## src/rtl/pin_irq_pkg.sv

```systemverilog
package pin_irq_pkg;
  localparam int REG_W  = 8;
  localparam int ADDR_W = 4;

  localparam logic [ADDR_W-1:0] ADR_MODE   = 4'd8;
  localparam logic [ADDR_W-1:0] ADR_EN_R   = 4'd9;
  localparam logic [ADDR_W-1:0] ADR_EN_F   = 4'd10;
  localparam logic [ADDR_W-1:0] ADR_FLAG_R = 4'd11;
  localparam logic [ADDR_W-1:0] ADR_FLAG_F = 4'd12;
  localparam logic [ADDR_W-1:0] ADR_STAT   = 4'd13;
  localparam logic [ADDR_W-1:0] ADR_WAKE   = 4'd14;

  // edge-mode request from latched flags and their enables
  function automatic logic f_edge_req(input logic rflag, input logic fflag,
                                      input logic ren, input logic fen);
    return (rflag & ren) | (fflag & fen);
  endfunction

  // level-mode request: enabled and pin matches polarity
  function automatic logic f_level_req(input logic lvl, input logic en,
                                       input logic act_high);
    return en & (lvl == act_high);
  endfunction

  // flag update: a new edge overrides a clear in the same cycle
  function automatic logic f_next_flag(input logic cur, input logic clr,
                                       input logic det);
    return (cur & ~clr) | det;
  endfunction
endpackage

```

## src/rtl/pin_irq_front.sv

```systemverilog
module pin_irq_front #(
  parameter int NUM_PINS = 16,
  localparam int SEL_W   = $clog2(NUM_PINS)
) (
  input  logic                clk,
  input  logic                rst_n,
  input  logic [NUM_PINS-1:0] pins_i,
  input  logic [SEL_W-1:0]    sel_i,
  output logic                lvl_o,
  output logic                rise_o,
  output logic                fall_o
);
  logic pick;
  logic sync1_q, sync2_q, prev_q;

  assign pick = pins_i[sel_i];

  always_ff @(posedge clk or negedge rst_n) begin
    if (!rst_n) begin
      sync1_q <= 1'b0;
      sync2_q <= 1'b0;
      prev_q  <= 1'b0;
    end else begin
      sync1_q <= pick;
      sync2_q <= sync1_q;
      prev_q  <= sync2_q;
    end
  end

  assign lvl_o  = sync2_q;
  assign rise_o = sync2_q & ~prev_q;
  assign fall_o = ~sync2_q & prev_q;
endmodule

```

## src/rtl/pin_irq_chan.sv

```systemverilog
module pin_irq_chan
  import pin_irq_pkg::*;
(
  input  logic clk,
  input  logic rst_n,
  input  logic rise_det_i,
  input  logic fall_det_i,
  input  logic clr_r_i,
  input  logic clr_f_i,
  input  logic level_mode_i,
  input  logic en_r_i,
  input  logic en_f_i,
  input  logic lvl_i,
  output logic rflag_o,
  output logic fflag_o,
  output logic req_o
);
  logic rflag_q, fflag_q;

  always_ff @(posedge clk or negedge rst_n) begin
    if (!rst_n) begin
      rflag_q <= 1'b0;
      fflag_q <= 1'b0;
    end else begin
      rflag_q <= f_next_flag(rflag_q, clr_r_i, rise_det_i);
      fflag_q <= f_next_flag(fflag_q, clr_f_i, fall_det_i);
    end
  end

  assign rflag_o = rflag_q;
  assign fflag_o = fflag_q;
  assign req_o   = level_mode_i ? f_level_req(lvl_i, en_r_i, en_f_i)
                                : f_edge_req(rflag_q, fflag_q, en_r_i, en_f_i);
endmodule

```

## src/rtl/pin_irq_regs.sv

```systemverilog
module pin_irq_regs
  import pin_irq_pkg::*;
#(
  parameter int NUM_CH = 8,
  parameter int SEL_W  = 4,
  localparam int CH_IW = $clog2(NUM_CH)
) (
  input  logic                             clk,
  input  logic                             rst_n,
  input  logic                             wr_i,
  input  logic [ADDR_W-1:0]                addr_i,
  input  logic [REG_W-1:0]                 wdata_i,
  output logic [REG_W-1:0]                 rdata_o,
  output logic [NUM_CH-1:0][SEL_W-1:0]     sel_o,
  output logic [NUM_CH-1:0]                mode_o,
  output logic [NUM_CH-1:0]                en_r_o,
  output logic [NUM_CH-1:0]                en_f_o,
  output logic [NUM_CH-1:0]                wake_en_o,
  output logic [NUM_CH-1:0]                clr_r_o,
  output logic [NUM_CH-1:0]                clr_f_o,
  input  logic [NUM_CH-1:0]                rflag_i,
  input  logic [NUM_CH-1:0]                fflag_i,
  input  logic [NUM_CH-1:0]                req_i
);
  logic [NUM_CH-1:0][REG_W-1:0] sel_q;
  logic [NUM_CH-1:0] mode_q, en_r_q, en_f_q, wake_q;
  logic [NUM_CH-1:0] wr_bits, stat_clr;
  logic              is_sel;

  assign is_sel   = (addr_i < ADDR_W'(NUM_CH));
  assign wr_bits  = wdata_i[NUM_CH-1:0];
  assign stat_clr = (wr_i && addr_i == ADR_STAT) ? (wr_bits & ~mode_q) : '0;

  always_ff @(posedge clk or negedge rst_n) begin
    if (!rst_n) begin
      sel_q  <= '0;
      mode_q <= '0;
      en_r_q <= '0;
      en_f_q <= '0;
      wake_q <= '0;
    end else if (wr_i) begin
      if (is_sel) sel_q[addr_i[CH_IW-1:0]] <= wdata_i;
      case (addr_i)
        ADR_MODE: mode_q <= wr_bits;
        ADR_EN_R: en_r_q <= wr_bits;
        ADR_EN_F: en_f_q <= wr_bits;
        ADR_WAKE: wake_q <= wr_bits;
        default: ;
      endcase
    end
  end

  assign clr_r_o = ((wr_i && addr_i == ADR_FLAG_R) ? wr_bits : '0) | stat_clr;
  assign clr_f_o = ((wr_i && addr_i == ADR_FLAG_F) ? wr_bits : '0) | stat_clr;

  for (genvar g = 0; g < NUM_CH; g++) begin : g_sel
    assign sel_o[g] = sel_q[g][SEL_W-1:0];
  end

  assign mode_o    = mode_q;
  assign en_r_o    = en_r_q;
  assign en_f_o    = en_f_q;
  assign wake_en_o = wake_q;

  always_comb begin
    rdata_o = '0;
    if (is_sel) begin
      rdata_o = sel_q[addr_i[CH_IW-1:0]];
    end else begin
      case (addr_i)
        ADR_MODE:   rdata_o = REG_W'(mode_q);
        ADR_EN_R:   rdata_o = REG_W'(en_r_q);
        ADR_EN_F:   rdata_o = REG_W'(en_f_q);
        ADR_FLAG_R: rdata_o = REG_W'(rflag_i);
        ADR_FLAG_F: rdata_o = REG_W'(fflag_i);
        ADR_STAT:   rdata_o = REG_W'(req_i);
        ADR_WAKE:   rdata_o = REG_W'(wake_q);
        default:    rdata_o = '0;
      endcase
    end
  end
endmodule

```

## src/rtl/pin_irq_unit.sv

```systemverilog
module pin_irq_unit
  import pin_irq_pkg::*;
#(
  parameter int NUM_CH   = 8,
  parameter int NUM_PINS = 16,
  localparam int SEL_W   = $clog2(NUM_PINS)
) (
  input  logic                clk,
  input  logic                rst_n,
  input  logic [NUM_PINS-1:0] pins_i,
  input  logic                reg_wr_i,
  input  logic [ADDR_W-1:0]   reg_addr_i,
  input  logic [REG_W-1:0]    reg_wdata_i,
  output logic [REG_W-1:0]    reg_rdata_o,
  output logic [NUM_CH-1:0]   irq_o,
  output logic                wake_o
);
  logic [NUM_CH-1:0][SEL_W-1:0] sel;
  logic [NUM_CH-1:0] mode, en_r, en_f, wake_en;
  logic [NUM_CH-1:0] clr_r, clr_f;
  logic [NUM_CH-1:0] lvl, rise_det, fall_det;
  logic [NUM_CH-1:0] rise_flag, fall_flag, req;

  pin_irq_regs #(.NUM_CH(NUM_CH), .SEL_W(SEL_W)) u_regs (
    .clk(clk), .rst_n(rst_n),
    .wr_i(reg_wr_i), .addr_i(reg_addr_i), .wdata_i(reg_wdata_i),
    .rdata_o(reg_rdata_o),
    .sel_o(sel), .mode_o(mode), .en_r_o(en_r), .en_f_o(en_f),
    .wake_en_o(wake_en), .clr_r_o(clr_r), .clr_f_o(clr_f),
    .rflag_i(rise_flag), .fflag_i(fall_flag), .req_i(req)
  );

  for (genvar g = 0; g < NUM_CH; g++) begin : g_ch
    pin_irq_front #(.NUM_PINS(NUM_PINS)) u_front (
      .clk(clk), .rst_n(rst_n), .pins_i(pins_i), .sel_i(sel[g]),
      .lvl_o(lvl[g]), .rise_o(rise_det[g]), .fall_o(fall_det[g])
    );
    pin_irq_chan u_chan (
      .clk(clk), .rst_n(rst_n),
      .rise_det_i(rise_det[g]), .fall_det_i(fall_det[g]),
      .clr_r_i(clr_r[g]), .clr_f_i(clr_f[g]),
      .level_mode_i(mode[g]), .en_r_i(en_r[g]), .en_f_i(en_f[g]),
      .lvl_i(lvl[g]),
      .rflag_o(rise_flag[g]), .fflag_o(fall_flag[g]), .req_o(req[g])
    );
  end

  assign irq_o  = req;
  assign wake_o = |(req & wake_en);
endmodule

```

## config.mk

```make
export PLATFORM = sky130hd
export DESIGN_NAME = pin_irq_unit
export DESIGN_NICKNAME = d
export VERILOG_FILES = /design/src/rtl/pin_irq_pkg.sv /design/src/rtl/pin_irq_front.sv /design/src/rtl/pin_irq_chan.sv /design/src/rtl/pin_irq_regs.sv /design/src/rtl/pin_irq_unit.sv
export SDC_FILE = /design/constraint.sdc
export NUM_CORES = 1
export LEC_CHECK = 0
export BUFFER_PORTS_ARGS = -buffer_cell sky130_fd_sc_hd__buf_2
export CORE_UTILIZATION = 60
export CTS_CLUSTER_DIAMETER = 120
export DETAILED_ROUTE_END_ITERATION = 16
export GPL_ROUTABILITY_DRIVEN = 0
export PLACE_DENSITY = 0.84
export SYNTH_ARGS = -nofsm -noshare
export SYNTH_HDL_FRONTEND = slang
export SYNTH_SLANG_ARGS = --single-unit
```

## constraint.sdc

```tcl
create_clock -name clk -period 6 [get_ports clk]
set_clock_uncertainty 0.05 [all_clocks]
set_input_delay 1.5 -clock clk [delete_from_list [all_inputs] [get_ports clk]]
set_output_delay 1.5 -clock clk [all_outputs]
set_load 0.05 [all_outputs]
```

==> results.yml <==
hold_path:
  hold_class: "reg2reg"
route:
  wl_um: 18900
  num_vias: 5400
  dr.pass1.iters: 8
  drtIter0Drc: 540
  drcViolationCount: 0
  wl_per_cell_um: 24.3
  ant_nets: 0
  vias_per_cell: 6.94
pwr:
  peakVddDrop_v: 0.000208
  powerDensity_nw_per_um2: 395
  p_leak_nw: 3.60
place:
  dpl.hpwl_um: 12300
  numPortBuffers: 47
outcome:
  status: "finished, final reports clean"
die:
  rows: 40
  die_w_um: 114
  initial_core_util_pct: 62.1
  die_h_um: 114
  die-area_sq_um: 13000
  fp.coreArea_sq_um: 12100
  boundaryPins: 48
cts:
  postCtsHoldBufs: 0
  cts_setup_buffers: 0
  clk_pin_slew_ns: 0.06
  htree_levels: 4
  cts_tree: "yes"
  cts_resized: 0
  cts_buffers: 17
  cts-root-buf: "clkbuf_16"
  cts.sinks: 136
  clock_path_buffers: 2
  clkLatencyLatePin_ns: 0.44
sta:
  post-route-period-util_pct: 84.4
  hold_viol: 0
  setup_viol: 0
  worst_slew_pin_slew_ns: 0.940
  relSlewSlack_pct: 37.0
  tns_ns: 0
  finalCriticalPeriod_ns: 5.07
  max_freq_mhz: 197
  rsz0062_at_grt: "false"
  finalMaxSlewViolations: 0
synthesis:
  seq_area_frac_synth_pct: 45.3
  syn_nets: 598
  ys_ff_latch: 136
  yosysUniqueCellTypes: 41
  synthArstFlopShare_pct: 100
  syn_avg_cell_area_sq_um: 13.3
  synth_top_area_share_pct: 45.3
  synth_top_area_cell: "dfrtp_1"
  ys.flop_type: "dfrtp_1"
  synth_edf_count: 0
  syn-cell-area_sq_um: 7520
  syn_inst: 567
  ys.warnings.count: 0
  synth.area.top_cells: "dfrtp_1 45%, mux2_2 15%, mux4_1 11%"
critical_path:
  reg2reg_slack_ns: 4.20
  cp-end-kind: "output port"
  crit_fanout: 25
  start_kind: "input pin"
  critical_path_class: "in2out"
  crit_arrival_ns: 3.52
  required_ns: 4.45
grt:
  grt_pass1_wl_um: 30200
  gr-total-overflow: 0
  grt_pass1_vias: 5408
  grt.total_usage_pct: 31.9
  grt_max_degree: 95
  antenna_found_initial: 0
final_layout:
  drive_above_1_share_pct: 34.1
  nFillCells: 837
  antennaDiodeCount: 0
  layout.nets: 628
  fin_util_pct: 68.4
  areaGrowthSynthToFinish_pct: 10.1
run:
  maxCapViolCount: 0
==> synthesized netlist by cell type, types with 7 or more instances <==
cell type,count
a21o_1,7
a21oi_1,7
a22o_1,8
a22oi_1,7
buf_4,13
buf_6,12
clkbuf_1,12
dfrtp_1,136
inv_1,9
mux2_2,98
mux2i_1,33
mux4_1,32
mux4_2,12
nand2_1,39
nand3_1,16
nand4_1,8
nand4b_1,7
nor3_1,8
o21ai_0,34
o22ai_1,7
==> worst max-delay path, cell delays in order <==
cell and delay [ns]:
buf_2 0.53, and2b_1 0.63, a22oi_1 0.13, o22ai_1 0.16, a211oi_1 0.07, o21ai_0 0.16
buf_2 0.31
==> metal layers <==
| metal | vias to the layer above | share of wire, % | track usage (%) |
|---|---|---|---|
| met1 | 2813 | 41 | 42.8 |
| met5 | - | 0 | 0 |
| met2 | 270 | 49 | 49.7 |
| met4 | 0 | 2.9 | 15.2 |
| li1 | 2268 | - | - |
| met3 | 49 | 7.2 | 7.28 |
==> stage by stage <==
step           hold slack, ns  worst slack, ns  cells  total power, W  area [sq um]
5_1_grt                 0.313            0.748    778         0.00342          8280
4_1_cts                 0.309            0.942    778         0.00327          8280
2_1_floorplan           0.281             1.04    567         0.00205          7520
3_3_place_gp            0.283             1.02    746         0.00220          7710
6_report                0.306            0.935    778         0.00327          8280
3_5_place_dp            0.291            0.953    746         0.00225          7710
==> report_power, final <==
| group | internal, W | switching [W] | total (W) | leakage [nW] |
|---|---|---|---|---|
| Combinational | 0.000396 | 0.000434 | 0.000830 | 1.71 |
| Sequential | 0.00117 | 0.000256 | 0.00143 | 1.61 |
| Clock | 0.000553 | 0.000464 | 0.00102 | 0.282 |
==> layout by cell type (no fill, tap or decap), drive strengths merged, types with 8 or more instances in the layout <==
master	Yosys	routed
mux2i	33	33
nand4	8	8
nor3	11	11
nand2	42	42
inv	9	22
nand3	17	17
o21ai	34	34
clkbuf	12	17
a22o	8	8
dfrtp	136	136
buf	29	52
mux4	44	44
mux2	98	98
nor2	12	12
==> final timing paths <==
path / startpoint / to / depth (start not counted)
max in group asynchronous: rst_n / u_regs.mode_o[5] / 2
min in group asynchronous: rst_n / u_regs.mode_o[0] / 1
worst min-delay path: g_ch[0].u_front.sync1_q / g_ch[0].u_front.lvl_o / 0
worst min register to register: g_ch[0].u_front.sync1_q / g_ch[0].u_front.lvl_o / 0
worst max register to register: u_regs.sel_o[28] / g_ch[7].u_front.sync1_q / 2
worst max-delay path: reg_addr_i[2] / reg_rdata_o[3] / 7
==> cell families after synthesis <==
family,count (synthesis),synth area share (%)
xor gates and xnor gates,1,0.116
AOI/OAI and AO/OA,90,7.90
DFF,136,45.3
and+or+nand+nor,115,8.48
buffers and inverters,50,4.41
muxes,175,33.8
==> cell type report <==
cell class	count	area (sq um)	share of cell area, %
Clock inverter	15	145	1.75
Clock buffer	17	425	5.14
Multi-Input combinational cell	381	3790	45.7
Timing Repair Buffer	52	279	3.37
Sequential cell	136	3400	41.1
Tap cell	168	210	2.54
Inverter	9	33.8	0.408
Power figures use the tool's default switching activity.
